`src/rtl/aclink_pkg.sv`:
```
package aclink_pkg;
  localparam int TAG_BITS   = 16;
  localparam int SLOT_BITS  = 20;
  localparam int DATA_SLOTS = 12;
  localparam int SAMPLE_W   = 16;
  localparam int REG_ADDR_W = 7;
  localparam int REG_DATA_W = 16;
  localparam int CFG_COUNT  = 4;
  localparam int CFG_IDX_W  = (CFG_COUNT > 1) ? $clog2(CFG_COUNT) : 1;

  typedef struct packed {
    logic [REG_ADDR_W-1:0] addr;
    logic [REG_DATA_W-1:0] value;
  } cfgWrite_t;

  // strobes from sequencer to datapath
  typedef struct packed {
    logic                 live;
    logic                 cmdFrame;
    logic                 capture;
    logic [CFG_IDX_W-1:0] cfgIdx;
  } linkCtl_t;

  typedef enum logic [1:0] {
    LINK_IDLE   = 2'd0,
    LINK_CONFIG = 2'd1,
    LINK_STREAM = 2'd2
  } linkState_t;

  // fixed codec set-up sequence, applied in index order
  function automatic cfgWrite_t cfgEntry(input logic [CFG_IDX_W-1:0] idx);
    cfgWrite_t w;
    case (idx)
      CFG_IDX_W'(0): w = '{addr: 7'h02, value: 16'h0404};
      CFG_IDX_W'(1): w = '{addr: 7'h0E, value: 16'h0008};
      CFG_IDX_W'(2): w = '{addr: 7'h1A, value: 16'h0404};
      default:       w = '{addr: 7'h1C, value: 16'h0A0A};
    endcase
    return w;
  endfunction
endpackage

```
`src/rtl/aclink_sync.sv`:
```
module aclink_sync #(
  parameter int STAGES = 2
) (
  input  logic clk,
  input  logic rstN,
  input  logic dIn,
  output logic dOut
);
  logic [STAGES-1:0] chain;

  generate
    if (STAGES == 1) begin : g_one
      always_ff @(posedge clk or negedge rstN) begin
        if (!rstN) chain <= '0;
        else       chain <= dIn;
      end
    end else begin : g_many
      always_ff @(posedge clk or negedge rstN) begin
        if (!rstN) chain <= '0;
        else       chain <= {chain[STAGES-2:0], dIn};
      end
    end
  endgenerate

  assign dOut = chain[STAGES-1];
endmodule

```
`src/rtl/aclink_ctrl.sv`:
```
module aclink_ctrl
  import aclink_pkg::*;
(
  input  logic     clk,
  input  logic     rstN,
  input  logic     startSync,
  input  logic     frameEnd,
  output linkCtl_t ctl
);
  localparam logic [CFG_IDX_W-1:0] LAST_CFG = CFG_IDX_W'(CFG_COUNT - 1);

  linkState_t           state;
  logic [CFG_IDX_W-1:0] cfgIdx;

  always_ff @(posedge clk or negedge rstN) begin
    if (!rstN) begin
      state  <= LINK_IDLE;
      cfgIdx <= '0;
    end else begin
      case (state)
        LINK_IDLE: begin
          if (startSync) begin
            state  <= LINK_CONFIG;
            cfgIdx <= '0;
          end
        end
        LINK_CONFIG: begin
          if (frameEnd) begin
            if (!startSync)               state  <= LINK_IDLE;
            else if (cfgIdx == LAST_CFG)  state  <= LINK_STREAM;
            else                          cfgIdx <= cfgIdx + 1'b1;
          end
        end
        LINK_STREAM: begin
          if (frameEnd && !startSync) state <= LINK_IDLE;
        end
        default: state <= LINK_IDLE;
      endcase
    end
  end

  always_comb begin
    ctl.live     = (state != LINK_IDLE);
    ctl.cmdFrame = (state == LINK_CONFIG);
    ctl.capture  = (state == LINK_STREAM);
    ctl.cfgIdx   = cfgIdx;
  end
endmodule

```
`src/rtl/aclink_datapath.sv`:
```
module aclink_datapath
  import aclink_pkg::*;
#(
  parameter int TAG_W      = TAG_BITS,
  parameter int SLOT_W     = SLOT_BITS,
  parameter int NUM_SLOTS  = DATA_SLOTS,
  parameter int SMP_W      = SAMPLE_W,
  parameter int LEFT_SLOT  = 3,
  parameter int RIGHT_SLOT = 4
) (
  input  logic             clk,
  input  logic             rstN,
  input  linkCtl_t         ctl,
  input  logic             sdataIn,
  input  logic             full,
  output logic             frameEnd,
  output logic             syncOut,
  output logic             sdataOut,
  output logic             wrEn,
  output logic [SMP_W-1:0] wrData,
  output logic             overflow
);
  localparam int FRAME_W    = TAG_W + SLOT_W * NUM_SLOTS;
  localparam int CNT_W      = $clog2(FRAME_W);
  localparam int HDR_W      = TAG_W + 2 * SLOT_W;
  localparam int LEFT_LAST  = TAG_W + (LEFT_SLOT - 1) * SLOT_W + SLOT_W - 1;
  localparam int RIGHT_LAST = TAG_W + (RIGHT_SLOT - 1) * SLOT_W + SLOT_W - 1;
  localparam logic [CNT_W-1:0] LAST_BIT = CNT_W'(FRAME_W - 1);

  // bit position inside the frame
  logic [CNT_W-1:0] bitCnt;

  always_ff @(posedge clk or negedge rstN) begin
    if (!rstN)                  bitCnt <= '0;
    else if (!ctl.live)         bitCnt <= '0;
    else if (bitCnt == LAST_BIT) bitCnt <= '0;
    else                        bitCnt <= bitCnt + 1'b1;
  end

  assign frameEnd = ctl.live && (bitCnt == LAST_BIT);
  assign syncOut  = ctl.live && (bitCnt < CNT_W'(TAG_W));

  // outgoing command header: tag, address slot, data slot
  cfgWrite_t        curCfg;
  logic [HDR_W-1:0] cmdHdr;
  logic [HDR_W-1:0] hdrShifted;

  always_comb begin
    curCfg     = cfgEntry(ctl.cfgIdx);
    cmdHdr     = {3'b111, {(TAG_W-3){1'b0}},
                  1'b0, curCfg.addr, {(SLOT_W-1-REG_ADDR_W){1'b0}},
                  curCfg.value, {(SLOT_W-REG_DATA_W){1'b0}}};
    hdrShifted = cmdHdr << bitCnt;
  end

  assign sdataOut = ctl.live && ctl.cmdFrame && hdrShifted[HDR_W-1];

  // receive: falling-edge sample, rising-edge shift
  logic              sdiNeg;
  logic [SLOT_W-2:0] rxShift;
  logic              leftOk;
  logic              rightOk;

  always_ff @(negedge clk or negedge rstN) begin
    if (!rstN) sdiNeg <= 1'b0;
    else       sdiNeg <= sdataIn;
  end

  always_ff @(posedge clk or negedge rstN) begin
    if (!rstN) begin
      rxShift <= '0;
      leftOk  <= 1'b0;
      rightOk <= 1'b0;
    end else if (ctl.live) begin
      rxShift <= {rxShift[SLOT_W-3:0], sdiNeg};
      if (bitCnt == CNT_W'(LEFT_SLOT))  leftOk  <= sdiNeg;
      if (bitCnt == CNT_W'(RIGHT_SLOT)) rightOk <= sdiNeg;
    end
  end

  logic pairOk;
  logic pushDue;

  always_comb begin
    pairOk  = leftOk && rightOk && ctl.live && ctl.capture;
    pushDue = pairOk && ((bitCnt == CNT_W'(LEFT_LAST)) || (bitCnt == CNT_W'(RIGHT_LAST)));
  end

  always_ff @(posedge clk or negedge rstN) begin
    if (!rstN) begin
      wrEn     <= 1'b0;
      wrData   <= '0;
      overflow <= 1'b0;
    end else begin
      wrEn <= pushDue && !full;
      if (pushDue && !full) wrData   <= rxShift[SLOT_W-2 -: SMP_W];
      if (pushDue && full)  overflow <= 1'b1;
    end
  end
endmodule

```
`src/rtl/aclink_top.sv`:
```
module aclink_top
  import aclink_pkg::*;
#(
  parameter int SYNC_STAGES = 2,
  parameter int LEFT_SLOT   = 3,
  parameter int RIGHT_SLOT  = 4
) (
  input  logic                clk,
  input  logic                rstN,
  input  logic                startReq,
  input  logic                sdataIn,
  input  logic                full,
  output logic                syncOut,
  output logic                sdataOut,
  output logic                wrEn,
  output logic [SAMPLE_W-1:0] wrData,
  output logic                overflow
);
  logic     startSync;
  logic     frameEnd;
  linkCtl_t ctl;

  aclink_sync #(.STAGES(SYNC_STAGES)) u_sync (
    .clk  (clk),
    .rstN (rstN),
    .dIn  (startReq),
    .dOut (startSync)
  );

  aclink_ctrl u_ctrl (
    .clk       (clk),
    .rstN      (rstN),
    .startSync (startSync),
    .frameEnd  (frameEnd),
    .ctl       (ctl)
  );

  aclink_datapath #(
    .TAG_W      (TAG_BITS),
    .SLOT_W     (SLOT_BITS),
    .NUM_SLOTS  (DATA_SLOTS),
    .SMP_W      (SAMPLE_W),
    .LEFT_SLOT  (LEFT_SLOT),
    .RIGHT_SLOT (RIGHT_SLOT)
  ) u_dp (
    .clk      (clk),
    .rstN     (rstN),
    .ctl      (ctl),
    .sdataIn  (sdataIn),
    .full     (full),
    .frameEnd (frameEnd),
    .syncOut  (syncOut),
    .sdataOut (sdataOut),
    .wrEn     (wrEn),
    .wrData   (wrData),
    .overflow (overflow)
  );
endmodule

```
`config.mk`:
```
export PLATFORM = sky130hd
export DESIGN_NAME = aclink_top
export DESIGN_NICKNAME = d
export VERILOG_FILES = /design/src/rtl/aclink_pkg.sv /design/src/rtl/aclink_sync.sv /design/src/rtl/aclink_ctrl.sv /design/src/rtl/aclink_datapath.sv /design/src/rtl/aclink_top.sv
export SDC_FILE = /design/constraint.sdc
export NUM_CORES = 1
export LEC_CHECK = 0
export BUFFER_PORTS_ARGS = -buffer_cell sky130_fd_sc_hd__buf_2
export CORE_MARGIN = 3
export CORE_UTILIZATION = 32
export DETAILED_ROUTE_END_ITERATION = 8
export GPL_ROUTABILITY_DRIVEN = 0
export PLACE_DENSITY_LB_ADDON = 0.15
export SLEW_MARGIN = 20
export SYNTH_ARGS = -nofsm -noshare
export SYNTH_HDL_FRONTEND = slang
export SYNTH_SLANG_ARGS = --single-unit
export TNS_END_PERCENT = 20
```
`constraint.sdc`:
```
create_clock -name clk -period 5.8 [get_ports clk]
set_input_delay 1.16 -clock clk [delete_from_list [all_inputs] [get_ports clk]]
set_output_delay 1.16 -clock clk [all_outputs]
set_load 0.02 [all_outputs]
```
# Word level (Yosys, flattened, before mapping)

Cells that the tools add are included.
W data, S select, Z words.

Bits in registers: 54
Output and inout bits: 20
Logic and storage cells: 67

$add $sub $neg: 2
$lt $le $gt $ge: 1
Eq/ne operators: 16
Shifts and indexed selects: 1
Mux-type cells: 14
Reduce and logical (&&, ||, !) cells: 22

Operator list:

| kind                  | count |
|---|---|
| $pmux W21 S3          | 1 |
| $shl A56 B8 Y56       | 1 |
| $mux W2               | 9 |
| $eq A8 B7 Y1 const B  | 2 |
| $mux W8               | 2 |
| $logic_and A1 B1 Y1   | 11 |
| $ne A2 B2 Y1 const B  | 5 |
| $add A8 B1 Y8 const B | 1 |
| $eq A8 B2 Y1 const B  | 1 |
| $eq A8 B3 Y1 const B  | 1 |
| $eq A8 B8 Y1 const B  | 1 |
| $lt A8 B5 Y1 const B  | 1 |
| $eq A2 B2 Y1 const B  | 3 |
| $pmux W2 S3           | 1 |
| $reduce_and A5 Y1     | 1 |
| $eq A2 B1 Y1 const B  | 2 |
| $logic_not A2 Y1      | 2 |
| $pmux W2 S2           | 1 |
| $reduce_and A2 Y1     | 2 |
| $reduce_and A4 Y1     | 1 |
| $reduce_bool A2 Y1    | 2 |
| $ne A3 B3 Y1 const B  | 1 |
| $add A2 B1 Y2 const B | 1 |
| $logic_not A1 Y1      | 2 |
| $logic_or A1 B1 Y1    | 1 |

# Logic depth before layout (Yosys ltp)

Gate-level depths: netlist (run 1).

Word-level depth: 5
Mapped depth: 6

# Modules after synthesis

A second synthesis (run 1) with hierarchy kept.

Cell total of the unflattened synthesis: 187
Area total of the unflattened synthesis: 2,436.1 um^2

Modules (own cells, without submodules):

| module          | times used | cells an instance | area an instance (um^2) | seq. area each (um^2) |
|---|---|---|---|---|
| aclink_datapath | 1          | 159               | 2,138.3                 | 1,201.2 |
| aclink_ctrl     | 1          | 26                | 247.7                   | 100.1 |
| aclink_sync     | 1          | 2                 | 50.0                    | 50.0 |

==> results of run 1 <==
==> through the flow <==
step	hold slack (ns)	cell area, sq um	setup slack (ns)	cells	power, mW
2_1_floorplan	0.331	2440	1.60	190	0.638
3_3_place_gp	0.332	2650	1.49	305	0.678
3_5_place_dp	0.337	2650	1.49	305	0.679
4_1_cts	0.360	2740	1.81	313	0.896
5_1_grt	0.383	2740	1.82	313	0.940
6_report	0.356	2740	1.80	313	0.882
==> per-layer routing <==
layer  wire length, um  part of all wire [%]  global-route usage (%)  vias to the layer above
met3               188                   4.3                    2.57                        5
met5                 0                     0                       0                        -
li1                  -                     -                       -                      716
met2              1900                    43                    14.9                       33
met4                52                   1.2                    4.03                        0
met1              2240                    51                    16.1                      747
==> power groups by stage <==
| stage | clock (mW) | combinational, mW | sequential [mW] |
|---|---|---|---|
| 2_1_floorplan | 0 | 0.197 | 0.441 |
| 6_report | 0.208 | 0.184 | 0.489 |
| 5_1_grt | 0.236 | 0.207 | 0.498 |
| 3_5_place_dp | 0 | 0.184 | 0.495 |
| 3_3_place_gp | 0 | 0.182 | 0.497 |
| 4_1_cts | 0.223 | 0.185 | 0.488 |
==> layout by cell type, fill, tap and decap left out, types with 2 or more instances in the layout <==
| master | instances |
|---|---|
| o21ai_0 | 2 |
| buf_4 | 3 |
| clkbuf_8 | 5 |
| a21o_1 | 2 |
| nor3_1 | 2 |
| mux2_4 | 9 |
| inv_1 | 7 |
| dfrtp_1 | 53 |
| xor2_1 | 3 |
| o21bai_1 | 2 |
| nand3_1 | 9 |
| nand4_1 | 2 |
| or4_1 | 2 |
| buf_2 | 24 |
| ha_1 | 5 |
| nand2b_1 | 4 |
| mux2_2 | 28 |
| nor2b_1 | 3 |
| nor2_1 | 12 |
| a21oi_1 | 2 |
| nand2_1 | 8 |
| o211ai_1 | 3 |
| xnor2_1 | 2 |
==> area by class of cell <==
class	count	area [sq um]	share of cell area, %
timing repair buffer	27	143	5.22
tap	99	124	4.53
clock buffer	6	72.6	2.65
inverter	7	26.3	0.961
multi-input combinational	118	1000	36.6
clock inverter	2	16.3	0.595
sequential	54	1350	49.4
==> cell families (layout without fill, tap and decap cells) <==
logic type | Yosys count | in the layout
DFF | 54 | 54
and+or+nand+nor | 50 | 50
muxes | 37 | 37
AOI/OAI and AO/OA | 20 | 20
buffers and inverters | 18 | 42
xor gates and xnor gates | 6 | 6
adders and majority gates | 5 | 5
==> registers in the layout, summed over array words and instances, names as in the netlist, 2 cells and up <==
signal	cells
u_dp.rxShift	19
u_dp.wrData	16
u_ctrl.cfgIdx	2
u_ctrl.state	2
u_sync.chain	2
u_dp.bitCnt	8
==> how the worst max path moves through the flow <==
stage | from | endpoint | slack, ns | depth (start not counted)
3_5_place_dp | sdataIn | u_dp.sdiNeg$_DFF_NN0_ | 1.49 | 1
3_3_place_gp | sdataIn | u_dp.sdiNeg$_DFF_NN0_ | 1.49 | 1
4_1_cts | sdataIn | u_dp.sdiNeg$_DFF_NN0_ | 1.81 | 1
5_1_grt | sdataIn | u_dp.sdiNeg$_DFF_NN0_ | 1.82 | 1
2_1_floorplan | sdataIn | u_dp.sdiNeg$_DFF_NN0_ | 1.60 | 0
6_report | sdataIn | u_dp.sdiNeg$_DFF_NN0_ | 1.80 | 1
==> summary.md, run 1 <==
| Metric | Value |
|---|---|
| Synth Area in XOR/XNOR | `2.46%` |
| Pwr/cell area | `322 nW/um^2` |
| Routed wire length | `4.39 mm` |
| Synth Area in Simple Gates | `11.6%` |
| Crit path max fanout | `1` |
| Status | `complete, no violations` |
| Sw Ratio | `33.0%` |
| Complex-gate fraction of the synthesized area | `5.89%` |
| Drt via density | `4.80` |
| Core Footprint | `7330 sq um` |
| # clock sinks | `54` |
| First-pass GRT wire length | `7.42 mm` |
| Finished Core Util | `37.3%` |
| CTS buffer count | `5` |
| Clock Skews | `0.00719 ns` |
| Worst reg2reg path endpoint | `u_dp.rightOk$_DFFE_PN0P_` |
| Pre-Repair DR Iteration Count | `6` |
| Async set-reset flop share out of synthesis | `100%` |
| Seq/Total Area, Yosys | `55.3%` |
| Share of layout cells above drive strength 1 | `36.0%` |
| Lkg Pwr | `1.26 nW` |
| CTS tree | `done` |
| Vias | `1501` |
| Crit path buffers/inverters | `1` |
| DIE AREA | `8720 sq um` |
| Reg power frac | `55.5%` |
| DR DRC count | `0` |
| Slowest cell on crit path | `buf_2` |
| Largest family of logic cells by synthesized area | `multiplexers` |
| Slew headroom | `54.6%` |
| HP Start | `u_sync.chain[0]$_DFF_PN0_` |
| Logic pwr share | `20.9%` |
| Root buffer cell | `clkbuf_8` |
| Pins Over Slew Limit | `0` |
| Worst stage delay on the critical path | `0.10 ns` |
| Post-synth EDFFs | `0` |
| Buffers on Ports | `24` |
| Filler cell count | `732` |
| Cells after Synth | `190` |
| Worst vdd ir | `0.113 mV` |
| Delay-heaviest family, CP | `buffers and inverters` |
| Int Power | `591 uW` |
| Synth-to-Final Area Change | `11.9%` |
| RSZ-0062 raised after global routing | `false` |
| R2R cell count | `1` |
| Hold Crit Depth | `0` |
| Hold Crit Class | `reg2reg` |
| Cts hold-fix bufs | `0` |
| Post-synth top cells | `dfrtp_1, mux2_2, nor2_1` |
| Share of the synthesized area in the top cell type | `54.3%` |
| Total congestion overflow | `0` |
| Clk pin slew, worst setup/hold paths | `0.09 ns` |
| RR Startpoint | `u_dp.sdiNeg$_DFF_NN0_` |
| Vias in the first global route | `1466` |
| CP startpoint kind | `input port` |
| Worst R2R Setup Slack | `2.16 ns` |
| Max clock buf depth | `2` |
| N_diodes | `0` |
| Post-synthesis register bit count | `54` |
| Skew-Pair Late Insertion Delay | `0.30 ns` |
| Initial Utilization | `33.3%` |
| Top cell type by total area after synthesis | `dfrtp_1` |
| Min-Delay Endpoint | `u_sync.chain[1]$_DFF_PN0_` |
| Synth unique cells | `44` |
| Adder-Cell Fraction of Synth Area | `2.56%` |
| Clock power share | `23.6%` |
| Final Setup Violations | `0` |
| Post-CTS setup repair buffer count | `0` |
| Post-synth top flop | `dfrtp_1` |
| Hpwl dp | `2.83 mm` |
| Worst Tran Pin Value | `0.671 ns` |
| Crit Path Class | `in2reg` |
| Mux contribution to synthesized area | `18.4%` |
| Mapped Nets | `200` |
| Routed Antenna Nets | `0` |
| Tot GR Track Use | `10.8%` |
| Max-Cap Viols | `0` |
| Most frequent cell after synthesis | `dfrtp_1` |
| Avg WL per Cell | `14.0 um` |
| 1st-iter DRT viols | `86` |
| Top cells by area, synth | `dfrtp_1, mux2_2, mux2_4` |
| Initial antenna violation count | `0` |
| Crit-path cells | `buf_2` |
| Die Y | `93.4 um` |
| IO Pins | `25` |
| Post-CTS sizing | `0` |
| Row count | `31` |
| Setup TNS | `0 ns` |
| Worst EP arrival | `1.26 ns` |
| Sw power | `291 uW` |
| Crit end category | `register` |
| Horiz. Die Dim | `93.4 um` |
| WP data required | `3.06 ns` |
| Synthesis warning total | `0` |
| Final count of hold timing violations | `0` |
| Post-layout nets | `223` |
| Largest net degree at the start of global routing | `54` |
| Post-synthesis instance area | `2440 sq um` |
| Htree depth | `2` |
| Synth Area per Inst | `12.9 sq um` |
Power figures use the tool's default switching activity.
==> run 2, diff against run 1 <==
==> constraint.sdc (replaced) <==
create_clock -name clk -period 4.1 [get_ports clk]
set_input_delay 0.82 -clock clk [delete_from_list [all_inputs] [get_ports clk]]
set_output_delay 0.82 -clock clk [all_outputs]
set_load 0.02 [all_outputs]
==> run 2 against run 1 <==
Net effect: final cell count is the same; design area increased by 1.1%; flip-flop and latch count unchanged; global-route usage increased by 0.36 points; largest power group unchanged; non-clock buffer count stayed put; routed wire length decreased by 2.1%; sequential share of layout area is 0.51 points lower; critical path type is now reg2out; clock skew is 0.00063 ns higher; combinational power increased by 41%; die area did not move; power rose by 50%.
==> summary.md, run 2 (synthesis results as in run 1) <==
| Metric | Value |
|---|---|
| Status | `complete, no violations` |
| Cts hold-fix bufs | `0 (unchanged)` |
| F_max | `328 MHz` |
| Worst stage delay on the critical path | `0.61 ns (+0.51 ns)` |
| Share of layout cells above drive strength 1 | `36.4% (+0.47 points)` |
| Initial antenna violation count | `0 (unchanged)` |
| Clk pin slew, worst setup/hold paths | `0.11 ns (+0.02 ns)` |
| Htree depth | `2 (unchanged)` |
| Top Registers | `u_dp.rxShift: 19 flops, u_dp.wrData: 16 flops, u_dp.bitCnt: 8 flops` |
| IO Pins | `25 (unchanged)` |
| Max FFs per register | `19 (unchanged)` |
| Core Footprint | `7330 sq um (unchanged)` |
| RSZ-0062 raised after global routing | `false` |
| Delay-heaviest family, CP | `simple AND/OR/NAND/NOR gates` |
| Routed wire length | `4.29 mm (-2.1%)` |
| Largest net degree at the start of global routing | `54 (unchanged)` |
| Root buffer cell | `clkbuf_8` |
| Filler cell count | `724 (-1.1%)` |
| Post-Layout Cell Count | `313 (unchanged)` |
| Pre-Repair DR Iteration Count | `4 (-2)` |
| WP data required | `3.28 ns (+0.22 ns)` |
| Slew headroom | `51.8% (-2.8 points)` |
| DIE AREA | `8720 sq um (unchanged)` |
| Lkg Pwr | `1.27 nW (+1.2%)` |
| Vias | `1504 (+0.20%)` |
| Total congestion overflow | `0 (unchanged)` |
| Tot GR Track Use | `11.1% (+0.36 points)` |
| # clock sinks | `54 (unchanged)` |
| Crit Path Class | `reg2out` |
| Skew-Pair Late Insertion Delay | `0.31 ns (about the same)` |
| 1st-iter DRT viols | `95 (+10%)` |
| Crit end category | `primary output` |
| Worst Tran Pin Value | `0.712 ns (+0.0414 ns)` |
| Area of the multi-input gates | `1000 sq um (unchanged)` |
| Worst Setup SP | `u_dp.bitCnt[2]$_DFF_PN0_` |
| Avg WL per Cell | `13.7 um (-2.1%)` |
| RR Startpoint | `u_dp.sdiNeg$_DFF_NN0_` |
| Initial Utilization | `33.3% (unchanged)` |
| Die Y | `93.4 um (unchanged)` |
| Crit path max fanout | `10 (+9)` |
| Post-layout nets | `223 (unchanged)` |
| Final count of hold timing violations | `0 (unchanged)` |
| Final period util | `74.3%` |
| Horiz. Die Dim | `93.4 um (unchanged)` |
| Pins Over Slew Limit | `0 (unchanged)` |
| Setup TNS | `0 ns (unchanged)` |
| Clock Skews | `0.00782 ns (+0.000630 ns)` |
| CTS tree | `done` |
| DR DRC count | `0 (unchanged)` |
| Commonest non-fill, non-tap cell in the layout | `dfrtp_1` |
| Min Hold Slack | `0.361 ns (+0.00426 ns)` |
| Max clock buf depth | `2 (unchanged)` |
| Routed Antenna Nets | `0 (unchanged)` |
| N_diodes | `0 (unchanged)` |
| Drt via density | `4.81 (+0.20%)` |
| CTS buffer count | `5 (unchanged)` |
| Sequential Area | `1350 sq um (unchanged)` |
| HP Start | `u_sync.chain[0]$_DFF_PN0_` |
| Worst EP arrival | `2.22 ns (+0.96 ns)` |
| Pwr/cell area | `480 nW/um^2 (+49%)` |
| Cell total after placement | `305 (unchanged)` |
| Fin crit period | `3.04 ns` |
| Post-CTS sizing | `0 (unchanged)` |
| Vias in the first global route | `1525 (+4.0%)` |
| Biggest register | `u_dp.rxShift` |
| Crit-path cells | `nor3_1, a211oi_1, or4b_2, a31oi_1, buf_2` |
| Buffers on Ports | `24 (unchanged)` |
| Hpwl dp | `2.84 mm (+0.39%)` |
| Final Setup Violations | `0 (unchanged)` |
| Finished Core Util | `37.7% (+0.39 points)` |
| Slowest cell on crit path | `or4b_2` |
| Worst vdd ir | `0.157 mV (+39%)` |
| Most frequent cells in the layout | `dfrtp_1, mux2_2, buf_2` |
| Crit path buffers/inverters | `1 (unchanged)` |
| Row count | `31 (unchanged)` |
| CP startpoint kind | `register` |
| First-pass GRT wire length | `7.62 mm (+2.7%)` |
| Max-Cap Viols | `0 (unchanged)` |
| Post-CTS setup repair buffer count | `0 (unchanged)` |
| Synth-to-Final Area Change | `13.1%` |
| Hold Crit Class | `reg2reg` |
[run 2: cell types whose count changed in the layout (fill, tap and decap cells not counted)]
cell / change
inv_6: -1
inv_8: +1
bufinv_16: +1
clkbuf_1: -1
[run 2: power breakdown]
group | total [mW] | switching (mW) | internal, mW
sequential | 0.691 | 0.104 | 0.587
clock | 0.375 | 0.188 | 0.186
combinational | 0.260 | 0.135 | 0.126
[run 2: area by class of cell]
type / count / area share (%)
Sequential cell: 54 / 48.9
Inverter: 7 / 0.951
Clock buffer: 5 / 2.49
Timing Repair Buffer: 27 / 5.16
Tap cell: 99 / 4.48
Clock inverter: 3 / 1.77
Multi-Input combinational cell: 118 / 36.3
[run 2: stage by stage]
stage          total power, mW  setup WS (ns)  area [sq um]
3_5_place_dp             0.960          0.979          2650
4_1_cts                   1.34           1.05          2760
2_1_floorplan            0.903           1.09          2440
3_3_place_gp             0.959          0.983          2650
5_1_grt                   1.42          0.883          2760
6_report                  1.33           1.06          2760
[run 2: per-layer routing]
| layer | up-vias | global-route usage (%) | routed length [um] |
|---|---|---|---|
| met5 | - | 0 | 0 |
| met4 | 0 | 4.64 | 102 |
| met3 | 10 | 3.30 | 219 |
| met2 | 37 | 16.0 | 1850 |
| li1 | 712 | - | - |
| met1 | 745 | 15.6 | 2120 |
[run 2: worst paths after layout]
kind / to / slack, ns / depth (start not counted)
setup reg to reg: u_dp.rightOk$_DFFE_PN0P_ / 1.31 / 1
hold reg to reg: u_sync.chain[1]$_DFF_PN0_ / 0.36 / 0
hold / removal: u_sync.chain[1]$_DFF_PN0_ / 0.36 / 0
min in group asynchronous: u_dp.wrEn$_DFF_PN0_ / 0.70 / 2
setup / recovery: sdataOut / 1.06 / 5
max in group asynchronous: u_dp.sdiNeg$_DFF_NN0_ / 1.71 / 1
